$ cat config.mk
export PLATFORM = sky130hd
export DESIGN_NAME = bkpt_value_bank
export DESIGN_NICKNAME = d
export VERILOG_FILES = /design/src/rtl/bkpt_value_pkg.sv /design/src/rtl/bkpt_value_decode.sv /design/src/rtl/bkpt_value_gate.sv /design/src/rtl/bkpt_value_store.sv /design/src/rtl/bkpt_value_bank.sv
export SDC_FILE = /design/constraint.sdc
export NUM_CORES = 1
export LEC_CHECK = 0
export ABC_AREA = 1
export BUFFER_PORTS_ARGS = -buffer_cell sky130_fd_sc_hd__buf_2
export CAP_MARGIN = 10
export CORE_AREA = 2 2 484 486
export CTS_BUF_LIST = sky130_fd_sc_hd__clkbuf_16
export DETAILED_ROUTE_END_ITERATION = 7
export DIE_AREA = 0 0 486 488
export PLACE_DENSITY = 0.39
export SYNTH_ARGS = -nofsm -noshare
export SYNTH_HDL_FRONTEND = slang
export SYNTH_SLANG_ARGS = --single-unit
$ cat constraint.sdc
create_clock -name clk -period 3.9 [get_ports clk]
set_clock_uncertainty 0.1 [all_clocks]
set_input_delay 1.17 -clock clk [delete_from_list [all_inputs] [get_ports clk]]
set_output_delay 1.17 -clock clk [all_outputs]
set_load 0.01 [all_outputs]
$ cat src/rtl/bkpt_value_pkg.sv
package bkpt_value_pkg;

  localparam int VAL_W      = 64;
  localparam int TYPE_W     = 4;
  localparam int WIN_SLOTS  = 64;
  localparam int STRIDE_LG2 = 4;
  localparam int IDX_W      = $clog2(WIN_SLOTS);

  typedef logic [VAL_W-1:0]  val_t;
  typedef logic [TYPE_W-1:0] btype_t;
  typedef logic [IDX_W-1:0]  idx_t;

  typedef struct packed {
    logic err;
    logic rd_ok;
    logic wr_en;
  } perm_t;

  // address-matching types: bit 3 and bit 1 both clear
  function automatic logic is_addr_mode(btype_t t);
    return (t[3] == 1'b0) && (t[1] == 1'b0);
  endfunction

  function automatic val_t fmt_view(val_t raw, btype_t t, logic sx_hw, logic [IDX_W-1:0] msb);
    val_t v;
    v = raw;
    if (is_addr_mode(t)) begin
      v[1:0] = 2'b00;
      if (sx_hw) begin
        for (int b = 0; b < VAL_W; b++) begin
          if (b > int'(msb)) v[b] = raw[msb];
        end
      end
    end
    return v;
  endfunction

endpackage

$ cat src/rtl/bkpt_value_decode.sv
module bkpt_value_decode
  import bkpt_value_pkg::*;
#(
  parameter int ADDR_W   = 12,
  parameter int BASE_OFF = 'h400,
  parameter int NUM_BKPT = 16
) (
  input  logic [ADDR_W-1:0] addr_i,
  output logic              hit_o,
  output idx_t              idx_o,
  output logic              impl_o
);

  localparam int WIN_BYTES = WIN_SLOTS << STRIDE_LG2;

  logic [ADDR_W-1:0] rel;
  logic              in_win;
  logic              aligned;

  always_comb begin
    rel     = addr_i - ADDR_W'(BASE_OFF);
    in_win  = (addr_i >= ADDR_W'(BASE_OFF)) && (rel < ADDR_W'(WIN_BYTES));
    aligned = (rel[STRIDE_LG2-1:0] == '0);
    hit_o   = in_win && aligned;
    idx_o   = rel[STRIDE_LG2 +: IDX_W];
    impl_o  = (int'(idx_o) < NUM_BKPT);
  end

endmodule

$ cat src/rtl/bkpt_value_gate.sv
module bkpt_value_gate
  import bkpt_value_pkg::*;
#(
  parameter int UNIMPL_ERR = 1
) (
  input  logic  req_i,
  input  logic  we_i,
  input  logic  hit_i,
  input  logic  impl_i,
  input  logic  dbl_lock_i,
  input  logic  core_on_i,
  input  logic  os_lock_i,
  input  logic  ext_ok_i,
  input  logic  sw_lock_i,
  output logic  blocked_o,
  output perm_t perm_o
);

  localparam logic UNIMPL_FAULT = (UNIMPL_ERR != 0);

  logic live;

  always_comb begin
    blocked_o    = dbl_lock_i | ~core_on_i | os_lock_i | ~ext_ok_i;
    live         = req_i & hit_i;
    perm_o.err   = live & blocked_o & (impl_i | UNIMPL_FAULT);
    perm_o.rd_ok = live & impl_i & ~blocked_o;
    perm_o.wr_en = live & impl_i & ~blocked_o & we_i & ~sw_lock_i;
  end

endmodule

$ cat src/rtl/bkpt_value_store.sv
module bkpt_value_store
  import bkpt_value_pkg::*;
#(
  parameter int NUM_BKPT    = 16,
  parameter int VA_MSB      = 48,
  parameter int SX_HARDWIRE = 1
) (
  input  logic                      clk,
  input  logic                      wr_en_i,
  input  idx_t                      idx_i,
  input  val_t                      wdata_i,
  input  logic [NUM_BKPT*TYPE_W-1:0] type_i,
  output val_t                      rd_view_o,
  output logic [NUM_BKPT*VAL_W-1:0] view_o
);

  localparam logic       SX_ON  = (SX_HARDWIRE != 0);
  localparam logic [IDX_W-1:0] MSB_SEL = IDX_W'(VA_MSB);

  val_t                raw_q [NUM_BKPT];
  val_t                raw_d [NUM_BKPT];
  val_t                view  [NUM_BKPT];
  logic [NUM_BKPT-1:0] wr_sel;

  for (genvar g = 0; g < NUM_BKPT; g++) begin : g_slot
    always_comb begin
      wr_sel[g] = wr_en_i && (idx_i == idx_t'(g));
      raw_d[g]  = wdata_i;
      view[g]   = fmt_view(raw_q[g], type_i[g*TYPE_W +: TYPE_W], SX_ON, MSB_SEL);
    end

    // contents have no defined reset value
    always_ff @(posedge clk) begin
      if (wr_sel[g]) raw_q[g] <= raw_d[g];
    end

    assign view_o[g*VAL_W +: VAL_W] = view[g];
  end

  always_comb begin
    rd_view_o = '0;
    for (int k = 0; k < NUM_BKPT; k++) begin
      if (idx_i == idx_t'(k)) rd_view_o = view[k];
    end
  end

endmodule

$ cat src/rtl/bkpt_value_bank.sv
module bkpt_value_bank
  import bkpt_value_pkg::*;
#(
  parameter int NUM_BKPT    = 16,
  parameter int ADDR_W      = 12,
  parameter int BASE_OFF    = 'h400,
  parameter int VA_MSB      = 48,
  parameter int SX_HARDWIRE = 1,
  parameter int UNIMPL_ERR  = 1
) (
  input  logic                       clk,
  input  logic                       rst_n,
  input  logic                       req_i,
  input  logic                       we_i,
  input  logic [ADDR_W-1:0]          addr_i,
  input  logic [63:0]                wdata_i,
  input  logic                       dbl_lock_i,
  input  logic                       core_on_i,
  input  logic                       os_lock_i,
  input  logic                       ext_ok_i,
  input  logic                       sw_lock_i,
  input  logic [NUM_BKPT*4-1:0]      bkpt_type_i,
  output logic                       rsp_vld_o,
  output logic                       rsp_claim_o,
  output logic                       rsp_err_o,
  output logic [63:0]                rsp_rdata_o,
  output logic [NUM_BKPT*64-1:0]     bkpt_val_o
);

  // reset: asserted asynchronously, released on the clock
  logic [1:0] rst_q;
  logic       rst_sync_n;

  always_ff @(posedge clk or negedge rst_n) begin
    if (!rst_n) rst_q <= 2'b00;
    else        rst_q <= {rst_q[0], 1'b1};
  end
  assign rst_sync_n = rst_q[1];

  logic  dec_hit;
  logic  dec_impl;
  idx_t  dec_idx;
  logic  blocked;
  perm_t perm;
  val_t  rd_view;

  bkpt_value_decode #(
    .ADDR_W  (ADDR_W),
    .BASE_OFF(BASE_OFF),
    .NUM_BKPT(NUM_BKPT)
  ) u_decode (
    .addr_i(addr_i),
    .hit_o (dec_hit),
    .idx_o (dec_idx),
    .impl_o(dec_impl)
  );

  bkpt_value_gate #(
    .UNIMPL_ERR(UNIMPL_ERR)
  ) u_gate (
    .req_i     (req_i),
    .we_i      (we_i),
    .hit_i     (dec_hit),
    .impl_i    (dec_impl),
    .dbl_lock_i(dbl_lock_i),
    .core_on_i (core_on_i),
    .os_lock_i (os_lock_i),
    .ext_ok_i  (ext_ok_i),
    .sw_lock_i (sw_lock_i),
    .blocked_o (blocked),
    .perm_o    (perm)
  );

  bkpt_value_store #(
    .NUM_BKPT   (NUM_BKPT),
    .VA_MSB     (VA_MSB),
    .SX_HARDWIRE(SX_HARDWIRE)
  ) u_store (
    .clk      (clk),
    .wr_en_i  (perm.wr_en),
    .idx_i    (dec_idx),
    .wdata_i  (wdata_i),
    .type_i   (bkpt_type_i),
    .rd_view_o(rd_view),
    .view_o   (bkpt_val_o)
  );

  // response next state
  logic vld_d, claim_d, err_d;
  val_t rdata_d;

  always_comb begin
    vld_d   = req_i;
    claim_d = req_i & dec_hit;
    err_d   = perm.err;
    rdata_d = (perm.rd_ok && !we_i) ? rd_view : '0;
  end

  logic vld_q, claim_q, err_q;
  val_t rdata_q;

  always_ff @(posedge clk or negedge rst_sync_n) begin
    if (!rst_sync_n) begin
      vld_q   <= 1'b0;
      claim_q <= 1'b0;
      err_q   <= 1'b0;
      rdata_q <= '0;
    end else begin
      vld_q   <= vld_d;
      claim_q <= claim_d;
      err_q   <= err_d;
      rdata_q <= rdata_d;
    end
  end

  assign rsp_vld_o   = vld_q;
  assign rsp_claim_o = claim_q;
  assign rsp_err_o   = err_q;
  assign rsp_rdata_o = rdata_q;

endmodule

Word level (Yosys, flattened, before mapping)
Memories as Yosys holds them, arrays and structs flattened.
Index checks and enable logic that the tools add are counted.

operators by class
  $add $sub $neg = 1
  $lt $le $gt $ge = 3
  equal/unequal tests = 15
  multiplexer cells = 126
  bitwise operators = 45
  reduce and logical (&&, ||, !) cells = 53

operators by type and width
  operator                count
  $mux 64                 32
  $reduce_or 64->1        15
  $mux 15                 16
  $mux 4                  15
  $eq 6x4->1 const B      8
  $mux 1                  47
  $not 1->1               36
  $logic_and 1x1->1       35
  $mux 2                  16
  $eq 6x3->1 const B      4
  $eq 6x2->1 const B      2
  $ge 12x11->1 const B    1
  $lt 12x11->1 const B    1
  $sub 12x11->12 const B  1
  $and 1x1->1             6
  $eq 6x1->1 const B      1
  $logic_not 6->1         1
  $lt 6x5->1 const B      1
  $logic_not 4->1         1
  $or 1x1->1              3
  $logic_not 1->1         1

word-level totals
  flip-flop bits (word level) = 69
  RAM bits = 1024
  bits of input ports = 149
  output and inout port bits = 1091
  logic and storage cells = 249
  memories kept = 1

memory list
  name           depth  bits a word  read ports  clocked after Yosys merged registers in  write ports  RTL line                source
  u_store.raw_q  16     64           16          0                                        1            bkpt_value_store.sv:20  val_t raw_q [NUM_BKPT];

Depth between registers and ports, before layout
Gate-level depths: netlist of run 1.

  depth in word-level cells = 28
  depth in mapped cells = 17
  depth with buffers taken out = 16

Cells and area by module
A second synthesis of run 1 with hierarchy kept.

unflattened totals
  cells, all modules = 4543
  area total of the unflattened synthesis = 49431.2 µm²

by module, submodules not included
  module             times used  cells an instance  area an instance (µm²)  seq. area each (µm²)
  bkpt_value_store   1           4311               46973.8                 30749.5
  bkpt_value_bank    1           208                2328.5                  1726.7
  bkpt_value_decode  1           13                 73.8                    0.0
  bkpt_value_gate    1           11                 55.1                    0.0

Worst setup path before layout of run 1
OpenSTA, ideal clock, no wires.

  path type = input -> register
  start = input addr_i[1]
  end = memory u_store.raw_q[0][320] (netlist bit) (enable)
  library setup time = 565 ps
  arrival = 6603 ps
  required time = 3235 ps
  setup slack = -3368 ps
  cell stages on the path = 6
  buffers on the path = 1
  cell sequence = nor4_1 and2_1 nand3_1 or3b_2 clkbuf_1 nor3_1

between the ends
  elaborated cells on any way between the ends = 121
  classes of those cells = add/sub (1); order compare (3); eq/ne (15); mux (62); bitwise (5); reduce/logical (35)

RTL lines
  item                                                             RTL line                 source
  start: declaration                                               bkpt_value_bank.sv:15    input logic [ADDR_W-1:0] addr_i,
  $sub 12x11->12                                                   bkpt_value_decode.sv:21  rel = addr_i - ADDR_W'(BASE_OFF);
  $lt 12x11->1                                                     bkpt_value_decode.sv:22  in_win = (addr_i >= ADDR_W'(BASE_OFF)) && (rel < ADDR_W'(WIN_BYTES));
  $logic_and 1x1->1                                                bkpt_value_decode.sv:22
  $logic_and 1x1->1 (*)                                            bkpt_value_decode.sv:24  hit_o = in_win && aligned;
  $and 1x1->1 (*)                                                  --
  named net claim_d                                                bkpt_value_bank.sv:89    logic vld_d, claim_d, err_d;
  $and 1x1->1 (*) (4 in a row)                                     bkpt_value_gate.sv:28    perm_o.wr_en = live & impl_i & ~blocked_o & we_i & ~sw_lock_i;
  $logic_and 1x1->1 (*)                                            bkpt_value_store.sv:27   wr_sel[g] = wr_en_i && (idx_i == idx_t'(g));
  named net u_store.wr_sel[5]                                      bkpt_value_store.sv:23   logic [NUM_BKPT-1:0] wr_sel;
  $mux 1 (*)                                                       bkpt_value_store.sv:34   if (wr_sel[g]) raw_q[g] <= raw_d[g];
  $mux 1 (implied by the code) (*)                                 bkpt_value_store.sv:34
  $reduce_or 64->1 (no line)                                       --
  $mux 4 (no line) / $mux 1 (equally long branches) (11 in a row)  --
  end: declaration                                                 bkpt_value_store.sv:20

Mark *: on every way through the listed nets, which the timed path passes. The rest lies on a longest branch.

Worst setup path in the final report of run 1
  start = input bkpt_type_i[45]
  end = output bkpt_val_o[765]

between the ends
  cells in the longest elaborated chain, start to end = 3

ends and longest elaborated chain
  item                RTL line               source
  start: declaration  bkpt_value_bank.sv:22  input logic [NUM_BKPT*4-1:0] bkpt_type_i,
  $not 1->1           bkpt_value_pkg.sv:21   return (t[3] == 1'b0) && (t[1] == 1'b0);
  $logic_and 1x1->1   bkpt_value_pkg.sv:21
  $mux 15             bkpt_value_pkg.sv:27   if (is_addr_mode(t)) begin
  end: declaration    bkpt_value_bank.sv:27  output logic [NUM_BKPT*64-1:0] bkpt_val_o

No other way between the ends.

==> results of run 1 <==
## through the flow
stage	util	setup slack (ns)	total power, mW	area [um^2]	cells
after floorplan	-	-0.476	13.5	49200	4464
after global placement	0.242	-0.107	14.3	56100	8084
after detailed placement	0.242	-0.148	14.3	56100	8084
after CTS	0.260	0.0948	26.4	60200	8326
after global routing	0.260	0.0581	26.9	60300	8331
final	0.260	0.0836	26.1	60300	8337
## cell usage in the layout (no fill, tap or decap), types with 2 or more instances in the layout
| cell | netlist | final |
|---|---|---|
| clkinv_8 | 0 | 3 |
| or2_2 | 19 | 19 |
| nand3_2 | 2 | 2 |
| nand4_1 | 157 | 157 |
| clkbuf_16 | 0 | 137 |
| buf_2 | 45 | 1207 |
| inv_16 | 0 | 4 |
| a31oi_1 | 3 | 3 |
| nand3_1 | 76 | 76 |
| inv_4 | 0 | 2 |
| dfrtp_1 | 69 | 68 |
| bufinv_16 | 0 | 5 |
| nor2_4 | 5 | 32 |
| diode_2 | 0 | 11 |
| o21ai_0 | 114 | 114 |
| clkinv_2 | 0 | 13 |
| buf_4 | 752 | 190 |
| o21ai_1 | 25 | 25 |
| inv_1 | 255 | 299 |
| clkinv_4 | 0 | 2 |
| nor2_1 | 467 | 443 |
| or2_0 | 17 | 17 |
| edfxtp_1 | 1024 | 1024 |
| nand2_1 | 1148 | 1148 |
| nor2_2 | 9 | 6 |
| inv_6 | 0 | 8 |
| clkinvlp_4 | 0 | 2 |
| buf_12 | 0 | 91 |
| or2_1 | 4 | 4 |
| a21oi_1 | 142 | 142 |
| inv_2 | 7 | 5 |
| clkinv_1 | 1 | 22 |
## worst max-delay path by stage
stage	end	slack (ns)	depth (start not counted)
2_1_floorplan	u_store.raw_q[1][320]	-0.48	6
3_3_place_gp	bkpt_val_o[126]	-0.11	5
3_5_place_dp	u_store.raw_q[1][169]	-0.15	9
4_1_cts	bkpt_val_o[755]	0.09	7
5_1_grt	bkpt_val_o[702]	0.06	8
6_report	bkpt_val_o[765]	0.08	8
## registers in the layout, summed over array words and instances, names as in the netlist
signal / count
u_store.raw_q: 1024
rsp_vld_o: 1
rsp_claim_o: 1
rsp_err_o: 1
rst_q: 2
rsp_rdata_o: 64
## area by class of cell
cell class / count / area (um^2) / area share
sequential: 1093 / 32500 / 0.539
clock buffer: 137 / 3430 / 0.0569
inverter: 263 / 997 / 0.0165
clock inverter: 104 / 727 / 0.0121
tap: 3043 / 3810 / 0.0632
antenna: 11 / 27.5 / 0.000457
timing repair buffer: 1489 / 9300 / 0.154
multi-input combinational: 2197 / 9500 / 0.158
## cell families after synthesis
kind of cell,Yosys count,synth area share
buffers and inverters,1174,0.149
other,1,0.0000764
AOI/OAI and AO/OA,284,0.0290
and+or+nand+nor,1912,0.160
DFF,1093,0.662
## timing repair
| item | CTS | global route |
|---|---|---|
| hold buffers | 1 | 0 |
| gates resized for setup | 2 | 0 |
| endpoints found under the hold margin | 2 | 0 |
| endpoints found under the setup margin | 10 | 0 |
## worst max-delay path, delay by kind of cell
family / cells / cell delay [ns]
buffers and inverters: 5 / 0.82
AND/OR/NAND/NOR: 3 / 0.54
## power groups by stage
stage / clock network, mW / registers, mW / logic [mW]
floorplan: 0 / 13.1 / 0.378
global placement: 0 / 13.1 / 1.21
detailed placement: 0 / 13.1 / 1.21
CTS: 12.4 / 12.8 / 1.21
global route: 12.8 / 12.8 / 1.27
finish: 12.1 / 12.8 / 1.19
## layer usage
metal	GRT usage	vias up	share of wire
met5	0	-	0.000089
met4	0.0584	4	0.025
met3	0.0567	280	0.079
met2	0.360	1772	0.49
met1	0.260	18400	0.41
li1	-	15600	-
==> qor.csv, run 1 <==
metric;value;unit
status;finished, final reports clean;
yosys.area.top_type;edfxtp_1;
sw_frac_of_total;0.240;
synth-seq-cells;1093;
track_usage;0.211;
power_leakage;24.7;nW
wirelength;259000;um
fin_nets;5328;
synth_top_area_share;0.627;
cp.arrival;2.55;ns
grt-ovfl-total;0;
p_per_area;434;nW/um^2
crit_path_max_fanout;11;
synth_seq_area_share;0.662;
yosysMostFrequentCell;nand2_1;
synthArstFlopShare;0.0631;
min_period;3.82;ns
rows;177;
cp-start-kind;input port;
initial_core_util;0.212;
place_congestion;0.900;
synth-edff-count;1024;
drc_errors;0;
grt_max_degree;46;
rrSetupSlack;0.99;ns
synth_area_per_cell;11.0;um^2
wl_per_cell;31.1;um
worst_slew_pin_slew;0.762;ns
synth_commonest_cells;nand2_1 (1148), edfxtp_1 (1024), buf_4 (752), nor2_1 (467), inv_1 (255);
die_h;488;um
r2r-end;rsp_rdata_o[63];
drive_gt1_frac;0.328;
hold_viol;0;
p_clk_frac;0.463;
hp-class;flop to async pin;
clkSinkCount;1093;
hold_slack;0.194;ns
switchingPower;6.26;mW
grt_pass1_vias;35800;
timing.final.crit_share;0.979;
vias;36000;
slew_viol_final;0;
fmax;262;MHz
postCtsSetupRepairBufs;0;
slew_headroom;0.492;
synth_nets;4613;
cp_slowest_cell;nor2_1;
ir_worst_vdd;0.409;mV
critical_path_class;input port to primary output;
htree_levels;4;
reg2reg_depth;14;
area_delta_synth_final;22.8;%
dieArea;237000;um^2
drtAntennaViolNets;0;
synth_flop_cell;edfxtp_1;
pwr-share-seq;0.491;
post-dp-hpwl;195000;um
critPathLaunch;bkpt_type_i[45];
vias_per_cell;4.32;
endpoint_kind;primary output;
antenna_found_initial;33;
cts_buffers;135;
synthCells;4464;
grt_pass1_wl;336000;um
coreArea;232000;um^2
path_cells;buf_2, nor2_1, buf_4, inv_1, buf_4, nand2_1, nand2_1, buf_2;
slowest_delay;0.27;ns
num-fill-cells;24800;
clk_pin_slew_worst_paths;0.06;ns
pin_count;1240;
cap_violations;0;
setup_tns;0;ns
p_comb_frac;0.046;
ys_warn_count;0;
first_iter_violations;3617;
syn_area;49100;um^2
ys_top_cells_by_area;edfxtp_1 (63%), buf_4 (12%), nand2_1 (8.8%);
drt_pass1_iterations;6;
ys_types;32;
clk-insertion-delay-late;0.79;ns
fp.dieW;486;um
required;2.63;ns
cts_tree;done;
clk_path_buf_depth;3;
rsz0062_at_grt;false;
setup_violations;0;
root_buffer;clkbuf_16;
p_int;19.9;mW
worstReg2RegStart;u_store.raw_q[0][48];
port_buffers;1207;
Power figures use the tool's default switching activity.
==> run 2: changes to the inputs <==
--- a/config.mk
+++ b/config.mk
@@ -5,14 +5,14 @@
 export SDC_FILE = /design/constraint.sdc
 export NUM_CORES = 1
 export LEC_CHECK = 0
-export ABC_AREA = 1
 export BUFFER_PORTS_ARGS = -buffer_cell sky130_fd_sc_hd__buf_2
 export CAP_MARGIN = 10
-export CORE_AREA = 2 2 484 486
+export CORE_AREA = 2 2 483 485
 export CTS_BUF_LIST = sky130_fd_sc_hd__clkbuf_16
 export DETAILED_ROUTE_END_ITERATION = 7
-export DIE_AREA = 0 0 486 488
+export DIE_AREA = 0 0 485 487
 export PLACE_DENSITY = 0.39
+export RECOVER_POWER = 25
 export SYNTH_ARGS = -nofsm -noshare
 export SYNTH_HDL_FRONTEND = slang
 export SYNTH_SLANG_ARGS = --single-unit
==> constraint.sdc (replaced) <==
create_clock -name clk -period 3.9 [get_ports clk]
set_clock_uncertainty 0.1 [all_clocks]
set_input_delay 1.17 -clock clk [delete_from_list [all_inputs] [get_ports clk]]
set_output_delay 1.17 -clock clk [all_outputs]
set_load 0.005 [all_outputs]
==> qor.csv, run 2 <==
metric;value;unit
first_iter_violations;3976;
placed_area;56600;um^2
cp-start-kind;input port;
dieArea;236000;um^2
vias;36100;
hp-class;flop to flop;
clk_path_buf_depth;3;
synth_area_per_cell;13.3;um^2
synth_commonest_cells;edfxtp_1 (1024), buf_4 (765), nand2_1 (416), a21oi_1 (207), a22oi_1 (145);
ys_warn_count;0;
synth-seq-cells;1093;
status;finished, final reports clean;
critPathLaunch;bkpt_type_i[37];
cp.arrival;2.52;ns
drc_errors;0;
synth_flop_cell;edfxtp_1;
grt_max_degree;38;
worst_slew_pin_slew;1.18;ns
synth-edff-count;1024;
min_period;3.79;ns
reg2reg_depth;8;
clk_pin_slew_worst_paths;0.05;ns
ir_worst_vdd;0.369;mV
place_congestion;0.907;
yosys.area.top_type;edfxtp_1;
power_leakage;23.5;nW
syn_area;48900;um^2
drt_pass1_iterations;8;
wirelength;307000;um
antenna_found_initial;52;
final_common_cell;buf_2;
htree_levels;4;
critical_path_class;input port to primary output;
cts_tree;done;
pin_count;1240;
post-dp-hpwl;237000;um
clk-insertion-delay-late;0.80;ns
p_per_area;446;nW/um^2
vias_per_cell;4.76;
timing.final.crit_share;0.972;
grt_pass1_wl;387000;um
synth_top_area_share;0.629;
initial_core_util;0.211;
hold_viol;0;
fin_area;61000;um^2
yosysMostFrequentCell;edfxtp_1;
slew_headroom;0.213;
crit_path_max_fanout;8;
root_buffer;clkbuf_16;
port_buffers;1207;
fp.dieW;485;um
clkSinkCount;1093;
cts_buffers;137;
endpoint_kind;primary output;
worstReg2RegStart;u_store.raw_q[0][368];
r2r-end;rsp_rdata_o[63];
fmax;264;MHz
wl_per_cell;40.5;um
drive_gt1_frac;0.402;
cap_violations;0;
synth_seq_area_share;0.664;
hold_depth;0;
hold_end;rst_q[1];
layout_common_cells;buf_2 (1146), edfxtp_1 (1024), nand2_1 (407);
track_usage;0.251;
synth_nets;3823;
rrSetupSlack;0.99;ns
hold_slack;0.258;ns
grt_pass1_vias;35600;
hold_start;rst_q[0];
grt-ovfl-total;0;
required;2.63;ns
setup_violations;0;
synthArstFlopShare;0.0631;
ys_types;82;
area_delta_synth_final;24.8;%
drtAntennaViolNets;0;
rows;177;
largest_reg_flops;1024;
synthCells;3674;
largest-register;u_store.raw_q;
die_h;487;um
postCtsSetupRepairBufs;0;
coreArea;231000;um^2
fin_nets;4561;
rsz0062_at_grt;false;
ys_top_cells_by_area;edfxtp_1 (63%), buf_4 (12%), dfrtp_1 (3.5%);
slew_viol_final;0;
run 2: routing by layer:
layer,wire length (um),global-route usage,vias to the layer above
met2,144000,0.409,2278
met3,30500,0.0838,426
met5,51,0,-
met1,120000,0.305,19000
met4,13100,0.0983,8
li1,-,-,14400
run 2: logic make-up (layout without fill, tap and decap cells):
family	Yosys count	after routing	synth area share
multiplexers	71	71	0.0212
AO/OA/AOI/OAI	764	764	0.107
AND/OR/NAND/NOR	743	743	0.0695
XOR/XNOR	1	1	0.000179
flip-flops	1093	1093	0.664
buffers and inverters	1001	1851	0.138
other	1	20	0.0000767
run 2: worst max-delay path by stage:
| stage | endpoint | slack (ns) | depth (start not counted) |
|---|---|---|---|
| finish | bkpt_val_o[634] | 0.11 | 6 |
| global route | bkpt_val_o[821] | 0.09 | 5 |
| floorplan | u_store.raw_q[0][128] | -0.43 | 5 |
| CTS | bkpt_val_o[887] | 0.12 | 6 |
| global placement | rsp_rdata_o[26] | -0.15 | 10 |
| detailed placement | rsp_rdata_o[26] | -0.12 | 10 |
run 2: timing repair:
item                       CTS  global route
gates resized for setup      1             0
setup endpoints to repair    3             0
hold endpoints to repair     2             0
hold buffers                 1             0
run 2: critical path, stage by stage:
cell	delay, ns
buf_2	0.12
nor2_1	0.25
nand2_1	0.30
buf_4	0.29
nand2_1	0.19
buf_2	0.19
run 2: stage by stage:
stage / utilization / power (mW) / cells / TNS, ns / worst slack [ns]
3_3_place_gp: 0.245 / 14.6 / 7315 / -8.64 / -0.145
6_report: 0.264 / 27.2 / 7586 / 0 / 0.108
5_1_grt: 0.264 / 27.9 / 7578 / 0 / 0.0855
3_5_place_dp: 0.245 / 14.6 / 7315 / -8.12 / -0.116
4_1_cts: 0.264 / 27.5 / 7567 / 0 / 0.121
2_1_floorplan: - / 13.6 / 3674 / -87.66 / -0.428
run 2: power by group:
group          switching (mW)  total, mW  internal [mW]  leakage [nW]
Combinational            1.10       1.50          0.393          11.1
Clock                    5.65       12.9           7.22          2.28
Sequential             0.0124       12.8           12.8          10.2
run 2: area by class of cell:
| type | instances | area [um^2] |
|---|---|---|
| repair buffers | 1549 | 10000 |
| multi-input cells | 1580 | 10000 |
| flip-flops and latches | 1093 | 32500 |
| clock buffers | 137 | 3430 |
| well taps | 3043 | 3810 |
| inverters | 51 | 191 |
| diodes | 19 | 47.5 |
| clock inverters | 114 | 1020 |
| fillers | 24300 | 170000 |
